===== src/rtl/pxe_pkg.sv =====
`timescale 1ns/1ps
package pxe_pkg;
  localparam int WORD_W = 16;
  localparam int IDX_W  = 8;
  localparam int COL_W  = 12;
  localparam int CH_W   = 8;
  localparam int PIX_W  = 3 * CH_W;

  typedef enum logic [2:0] {
    DEP_NONE = 3'd0,
    DEP_2    = 3'd1,
    DEP_4    = 3'd2,
    DEP_8    = 3'd3,
    DEP_16   = 3'd4
  } depth_e;

  typedef struct packed {
    logic       loadWord;
    logic       emitPix;
    logic [1:0] subSel;
  } pxeStrobes_t;

  function automatic depth_e decodeDepth(input logic [2:0] code);
    case (code)
      3'd0:    return DEP_NONE;
      3'd1:    return DEP_2;
      3'd2:    return DEP_4;
      3'd3:    return DEP_8;
      default: return DEP_16;
    endcase
  endfunction

  function automatic logic [1:0] lastSubOf(input depth_e d);
    case (d)
      DEP_2:   return 2'd3;
      DEP_4:   return 2'd1;
      default: return 2'd0;
    endcase
  endfunction

  function automatic logic [PIX_W-1:0] expand444(input logic [COL_W-1:0] c);
    return {c[11:8], 4'h0, c[7:4], 4'h0, c[3:0], 4'h0};
  endfunction

  function automatic logic [PIX_W-1:0] expand565(input logic [WORD_W-1:0] w);
    return {w[15:11], 3'b000, w[10:5], 2'b00, w[4:0], 3'b000};
  endfunction
endpackage


===== src/rtl/pxe_palette.sv =====
`timescale 1ns/1ps
module pxe_palette #(
  parameter int ADDR_W = 8,
  parameter int DATA_W = 12
) (
  input  logic              clk,
  input  logic              wrEn,
  input  logic [ADDR_W-1:0] wrAddr,
  input  logic [DATA_W-1:0] wrData,
  input  logic [ADDR_W-1:0] rdAddr,
  output logic [DATA_W-1:0] rdData
);
  localparam int DEPTH = 1 << ADDR_W;

  logic [DATA_W-1:0] mem [DEPTH];

  always_ff @(posedge clk) begin
    if (wrEn) mem[wrAddr] <= wrData;
  end

  // Read is combinational; a write lands at the edge, so a same-edge read sees the old entry.
  assign rdData = mem[rdAddr];
endmodule


===== src/rtl/pxe_ctrl.sv =====
`timescale 1ns/1ps
module pxe_ctrl
  import pxe_pkg::*;
#(
  parameter int LINE_CNT_W = 10
) (
  input  logic                  clk,
  input  logic                  rstN,
  input  logic [2:0]            modeCode,
  input  logic [LINE_CNT_W-1:0] lineWidth,
  input  logic                  inValid,
  output logic                  inReady,
  input  logic                  pixReady,
  output logic                  pixValid,
  output logic                  pixLast,
  output pxeStrobes_t           strobes
);
  localparam int CNT_EXT_W = LINE_CNT_W + 1;

  depth_e                depth;
  logic [1:0]            lastSub;
  logic                  haveWord;
  logic [1:0]            subIdx;
  logic [LINE_CNT_W-1:0] pixCnt;
  logic                  outAdv;
  logic                  emit;
  logic                  lineEnd;
  logic                  wordDone;
  logic                  accept;

  assign depth   = decodeDepth(modeCode);
  assign lastSub = lastSubOf(depth);

  // Output register may take a new pixel when empty or being drained.
  assign outAdv  = !pixValid || pixReady;
  assign emit    = haveWord && outAdv;
  assign lineEnd = ({1'b0, pixCnt} + CNT_EXT_W'(1)) == {1'b0, lineWidth};

  // The held word is finished on its last sub-pixel or at the end of the line.
  assign wordDone = emit && ((subIdx == lastSub) || lineEnd);
  assign inReady  = (depth != DEP_NONE) && (!haveWord || wordDone);
  assign accept   = inValid && inReady;

  always_ff @(posedge clk) begin
    if (!rstN) begin
      haveWord <= 1'b0;
      subIdx   <= '0;
      pixCnt   <= '0;
      pixValid <= 1'b0;
      pixLast  <= 1'b0;
    end else begin
      if (accept)        haveWord <= 1'b1;
      else if (wordDone) haveWord <= 1'b0;

      if (accept || wordDone) subIdx <= '0;
      else if (emit)          subIdx <= subIdx + 2'd1;

      if (emit) pixCnt <= lineEnd ? '0 : pixCnt + LINE_CNT_W'(1);

      if (emit) begin
        pixValid <= 1'b1;
        pixLast  <= lineEnd;
      end else if (pixReady) begin
        pixValid <= 1'b0;
      end
    end
  end

  assign strobes = '{loadWord: accept, emitPix: emit, subSel: subIdx};
endmodule


===== src/rtl/pxe_datapath.sv =====
`timescale 1ns/1ps
module pxe_datapath
  import pxe_pkg::*;
(
  input  logic              clk,
  input  logic [2:0]        modeCode,
  input  logic              tftMode,
  input  logic [WORD_W-1:0] inData,
  input  pxeStrobes_t       strobes,
  output logic [IDX_W-1:0]  palRdAddr,
  input  logic [COL_W-1:0]  palRdData,
  output logic [PIX_W-1:0]  pixData
);
  localparam int N_SUB2 = IDX_W / 2;
  localparam int N_SUB4 = IDX_W / 4;

  depth_e            depth;
  logic [WORD_W-1:0] wordQ;
  logic [1:0]        idx2 [N_SUB2];
  logic [3:0]        idx4 [N_SUB4];
  logic [PIX_W-1:0]  nextPix;

  assign depth = decodeDepth(modeCode);

  // Packed fields of the held byte, lowest field at slot 0.
  for (genvar g = 0; g < N_SUB2; g++) begin : gSlice2
    assign idx2[g] = wordQ[2*g +: 2];
  end
  for (genvar g = 0; g < N_SUB4; g++) begin : gSlice4
    assign idx4[g] = wordQ[4*g +: 4];
  end

  always_comb begin
    case (depth)
      DEP_2:   palRdAddr = IDX_W'(idx2[strobes.subSel]);
      DEP_4:   palRdAddr = IDX_W'(idx4[strobes.subSel[0]]);
      default: palRdAddr = wordQ[IDX_W-1:0];
    endcase
  end

  always_comb begin
    if (depth == DEP_16) begin
      nextPix = tftMode ? expand565(wordQ) : expand444(wordQ[COL_W-1:0]);
    end else begin
      nextPix = expand444(palRdData);
    end
  end

  always_ff @(posedge clk) begin
    if (strobes.loadWord) wordQ   <= inData;
    if (strobes.emitPix)  pixData <= nextPix;
  end
endmodule


===== src/rtl/pixel_expander.sv =====
`timescale 1ns/1ps
module pixel_expander
  import pxe_pkg::*;
#(
  parameter int LINE_CNT_W = 10
) (
  input  logic                  clk,
  input  logic                  rstN,
  input  logic [2:0]            modeCode,
  input  logic                  tftMode,
  input  logic [LINE_CNT_W-1:0] lineWidth,
  input  logic [15:0]           inData,
  input  logic                  inValid,
  output logic                  inReady,
  input  logic                  palWrEn,
  input  logic [7:0]            palWrAddr,
  input  logic [11:0]           palWrData,
  output logic [23:0]           pixData,
  output logic                  pixValid,
  input  logic                  pixReady,
  output logic                  pixLast
);
  pxeStrobes_t      strobes;
  logic [IDX_W-1:0] palRdAddr;
  logic [COL_W-1:0] palRdData;

  pxe_ctrl #(.LINE_CNT_W(LINE_CNT_W)) u_ctrl (
    .clk      (clk),
    .rstN     (rstN),
    .modeCode (modeCode),
    .lineWidth(lineWidth),
    .inValid  (inValid),
    .inReady  (inReady),
    .pixReady (pixReady),
    .pixValid (pixValid),
    .pixLast  (pixLast),
    .strobes  (strobes)
  );

  pxe_datapath u_dp (
    .clk      (clk),
    .modeCode (modeCode),
    .tftMode  (tftMode),
    .inData   (inData),
    .strobes  (strobes),
    .palRdAddr(palRdAddr),
    .palRdData(palRdData),
    .pixData  (pixData)
  );

  pxe_palette #(.ADDR_W(IDX_W), .DATA_W(COL_W)) u_pal (
    .clk   (clk),
    .wrEn  (palWrEn),
    .wrAddr(palWrAddr),
    .wrData(palWrData),
    .rdAddr(palRdAddr),
    .rdData(palRdData)
  );
endmodule


===== config.mk =====
export PLATFORM = sky130hd
export DESIGN_NAME = pixel_expander
export DESIGN_NICKNAME = d
export VERILOG_FILES = /design/src/rtl/pxe_pkg.sv /design/src/rtl/pxe_palette.sv /design/src/rtl/pxe_ctrl.sv /design/src/rtl/pxe_datapath.sv /design/src/rtl/pixel_expander.sv
export SDC_FILE = /design/constraint.sdc
export NUM_CORES = 2
export LEC_CHECK = 0
export ABC_AREA = 1
export BUFFER_PORTS_ARGS = -buffer_cell sky130_fd_sc_hd__buf_4
export CORE_ASPECT_RATIO = 2
export CORE_MARGIN = 2
export CORE_UTILIZATION = 36
export DETAILED_ROUTE_END_ITERATION = 10
export HOLD_SLACK_MARGIN = 0.06
export PLACE_DENSITY = 0.47
export SYNTH_ARGS = -nofsm -noshare
export SYNTH_HDL_FRONTEND = slang
export SYNTH_HIERARCHICAL = 1
export SYNTH_SLANG_ARGS = --single-unit

===== constraint.sdc =====
create_clock -name clk -period 7.8 [get_ports clk]
set_input_delay 2.34 -clock clk [delete_from_list [all_inputs] [get_ports clk]]
set_output_delay 2.34 -clock clk [all_outputs]
set_load 0.05 [all_outputs]

==> results_dict.tcl <==
set metrics [dict create \
    hold_path_class "reg2reg" \
    crit_path_end_kind "primary output" \
    place_hpwl_um 249000 \
    startpoint "pixReady" \
    post_synth_xor_area_fraction_pct 0.0275 \
    r2r_slack_ns 2.98 \
    switching_share_pct 25.9 \
    die_y_um 845 \
    ys_types 35 \
    stdcell_area_sq_um 142000 \
    synth_top_family_by_area "simple AND/OR/NAND/NOR gates" \
    slowest_delay_ns 0.34 \
    port-buffer-count 73 \
    fillers 33200 \
    grt_pass1_vias 82800 \
    ys_seq_area_share_pct 73.5 \
    drtIter0Drc 7457 \
    grt_pass1_wl_um 607000 \
    muxShareOfSynthArea_pct 0 \
    p_leak_nw 49.1 \
    grt_usage_pct 23.2 \
    required_ns 5.46 \
    worstSetupStartpointType "input pin" \
    path_clk_slew_ns 0.07 \
    p_per_area_nw_per_um2 258 \
    setup.worst_path.end "inReady" \
    numCtsBuffers 286 \
    ctsHoldBuffers 0 \
    die_w_um 424 \
    cts_tree "done" \
    finalCritPeriodShare_pct 81.3 \
    nets 10700 \
    power_frac_seq_pct 50.4 \
    wl_um 424000 \
    area_delta_synth_final_pct 11.9 \
    max_slew_margin_pct 3.08 \
    yosys.area_share.simple_pct 22.7 \
    dpl_cell_area_sq_um 133000 \
    core_sq_um 352000 \
    ctsHtreeMaxLevel 5 \
    yosysWarnings 6 \
    regArea_sq_um 93500 \
    post-cts-setup-buffers 0 \
    multi_input_area_sq_um 29400 \
    reg2reg_to "u_dp/pixData[14]$_DFFE_PP_" \
    worstSkewPairLatency_ns 0.88 \
    wl_per_cell_um 27.3 \
    dr.pass1.iters 6 \
    dieArea_sq_um 359000 \
    crit_path_cell_trace "buf_4 > inv_1 > nand2_1 > nand2_1 > inv_1 > buf_4 > nand4_1 > nand2_1 > nand2_1 > inv_1 > buf_4" \
    crit_top_cell "nand2_1" \
    layout_min_cycle_time_ns 6.34 \
    layout_common_cells "nand2_1 (3248), edfxtp_1 (3104), nand3_1 (3050)" \
    setup_violations 0 \
    synth_cells 10600 \
    outcome "complete, no violations" \
    viasPerCell 5.37 \
    antenna_found_initial 7 \
    drive_above_1_share_pct 8.05 \
    cts_sinks 3119 \
    finalSetupTns_ns 0 \
    min_from "u_ctrl/haveWord$_SDFFE_PN0P_" \
    hold_viol 0 \
    grt_max_degree 159 \
    rows 308 \
    gr-total-overflow 0 \
    rsz0062_at_grt "no" \
    slowest_stage "buf_4" \
    syn_avg_cell_area_sq_um 12.0 \
    path_class "in2out" \
    cts_resized 0 \
    crit_arrival_ns 4.00 \
    clockPowerShare_pct 38.1 \
    antenna_left 0 \
    start_util_pct 36.2 \
    reg2reg_depth 18 \
    clock_path_buffers 4 \
    gp_congestion 0.915 \
    synth_compound_area_share_pct 0.195 \
    finalClockSkew_ns 0.0355 \
    synth_seq_cells 3119 \
    worstPathMaxFanout 21 \
    dr_total_vias 83500 \
    netlist_area_sq_um 127000 \
    combPwrFrac_pct 11.5 \
    peakVddDrop_mv 0.173 \
    maxCapViolCount 0 \
    tightest_slew_ns 1.45 \
    p_sw_w 0.00952 \
    drc 0 \
    mostFrequentLayoutCell "nand2_1" \
    io_pins 82 \
    timing.rr.start "u_ctrl/subIdx[0]$_SDFFE_PP0P_" \
    synth_adder_area_share_pct 0.00983 \
    report.final.slew_viol_count 0 \
    internal_power_w 0.0272 \
    fmax_mhz 158 \
    cts_root_buffer "clkbuf_16" \
]
-- state kept, by name (all words and copies together) (netlist names) --
signal,cells
u_pal/mem,3072
u_dp/pixData,16
u_dp/wordQ,16
u_ctrl/pixCnt,10
u_ctrl/subIdx,2
u_ctrl/haveWord,1
u_ctrl/pixLast,1
u_ctrl/pixValid,1
-- metal layers --
layer / GRT usage [%] / vias up / share of wire, %
li1: - / 37700 / -
met1: 26.9 / 42500 / 37
met2: 41.9 / 2596 / 52
met3: 2.43 / 674 / 4.5
met4: 12.4 / 0 / 5.9
met5: 0 / - / 0
-- cells in the mapped netlist, drive strengths merged --
master | instances | area (sq um)
nand2 | 3267 | 12300
conb | 1 | 3.75
o22ai | 2 | 12.5
or2 | 1 | 6.26
edfxtp | 3104 | 93200
o21a | 1 | 7.51
dfxtp | 15 | 300
a21oi | 10 | 50.1
inv | 82 | 310
nor2 | 324 | 1230
nand4 | 4 | 25.0
clkinv | 3 | 11.3
buf | 605 | 3790
nand3b | 5 | 50.1
o211ai | 2 | 15.0
o21ai | 31 | 155
ha | 1 | 12.5
xor2 | 4 | 35.0
a211oi | 1 | 7.51
clkbuf | 121 | 455
nand3 | 3054 | 15300
and2 | 1 | 6.26
-- how the worst min path moves through the flow --
stage	to	cells after the start	slack, ns
final	u_ctrl/pixValid$_SDFFE_PN0P_	2	0.49
after global routing	u_ctrl/pixValid$_SDFFE_PN0P_	2	0.52
after CTS	u_ctrl/pixCnt[9]$_SDFFE_PN0P_	2	0.49
after detailed placement	u_ctrl/pixCnt[9]$_SDFFE_PN0P_	2	0.48
after global placement	u_ctrl/pixValid$_SDFFE_PN0P_	2	0.47
after floorplan	u_ctrl/pixValid$_SDFFE_PN0P_	2	0.45
-- area by class of cell --
class                           count  share of cell area (%)
Sequential cell                  3119                    65.7
Multi-Input combinational cell   6716                    20.6
Clock buffer                      363                    5.41
Tap cell                         4650                    4.09
Timing Repair Buffer              452                    3.10
Clock inverter                    134                   0.834
Inverter                           85                   0.253
Antenna cell                       13                  0.0228
-- per-stage QoR --
step / total power [W] / cells / utilization [%] / setup WS, ns / hold slack (ns)
6_report: 0.0367 / 15500 / 40.5 / 1.46 / 0.488
5_1_grt: 0.0378 / 15500 / 40.5 / 1.36 / 0.525
4_1_cts: 0.0371 / 15500 / 40.5 / 1.48 / 0.493
3_5_place_dp: 0.0231 / 15000 / 37.9 / 0.669 / 0.483
3_3_place_gp: 0.0231 / 15000 / 37.9 / 0.646 / 0.466
2_1_floorplan: 0.0213 / 10600 / - / 1.96 / 0.451
-- critical path, delay by kind of cell --
kind                   cells  cell delay, ns
buffers and inverters      6            0.85
and+or+nand+nor            5            0.79
-- cells by family after synthesis --
kind of cell             count (synthesis)
adder cells (fa/ha/maj)                  1
flip-flops                            3119
AND/OR/NAND/NOR                       6656
XOR/XNOR                                 4
AO/OA/AOI/OAI                           47
buffers and inverters                  811
other                                    1
-- power by group through the flow --
stage | logic, W | registers, W | clock network [W]
6_report | 0.00424 | 0.0185 | 0.0140
5_1_grt | 0.00455 | 0.0185 | 0.0148
4_1_cts | 0.00427 | 0.0185 | 0.0143
3_5_place_dp | 0.00426 | 0.0189 | 0
3_3_place_gp | 0.00425 | 0.0189 | 0
2_1_floorplan | 0.00238 | 0.0189 | 0
(Power assumes the default switching activity.)
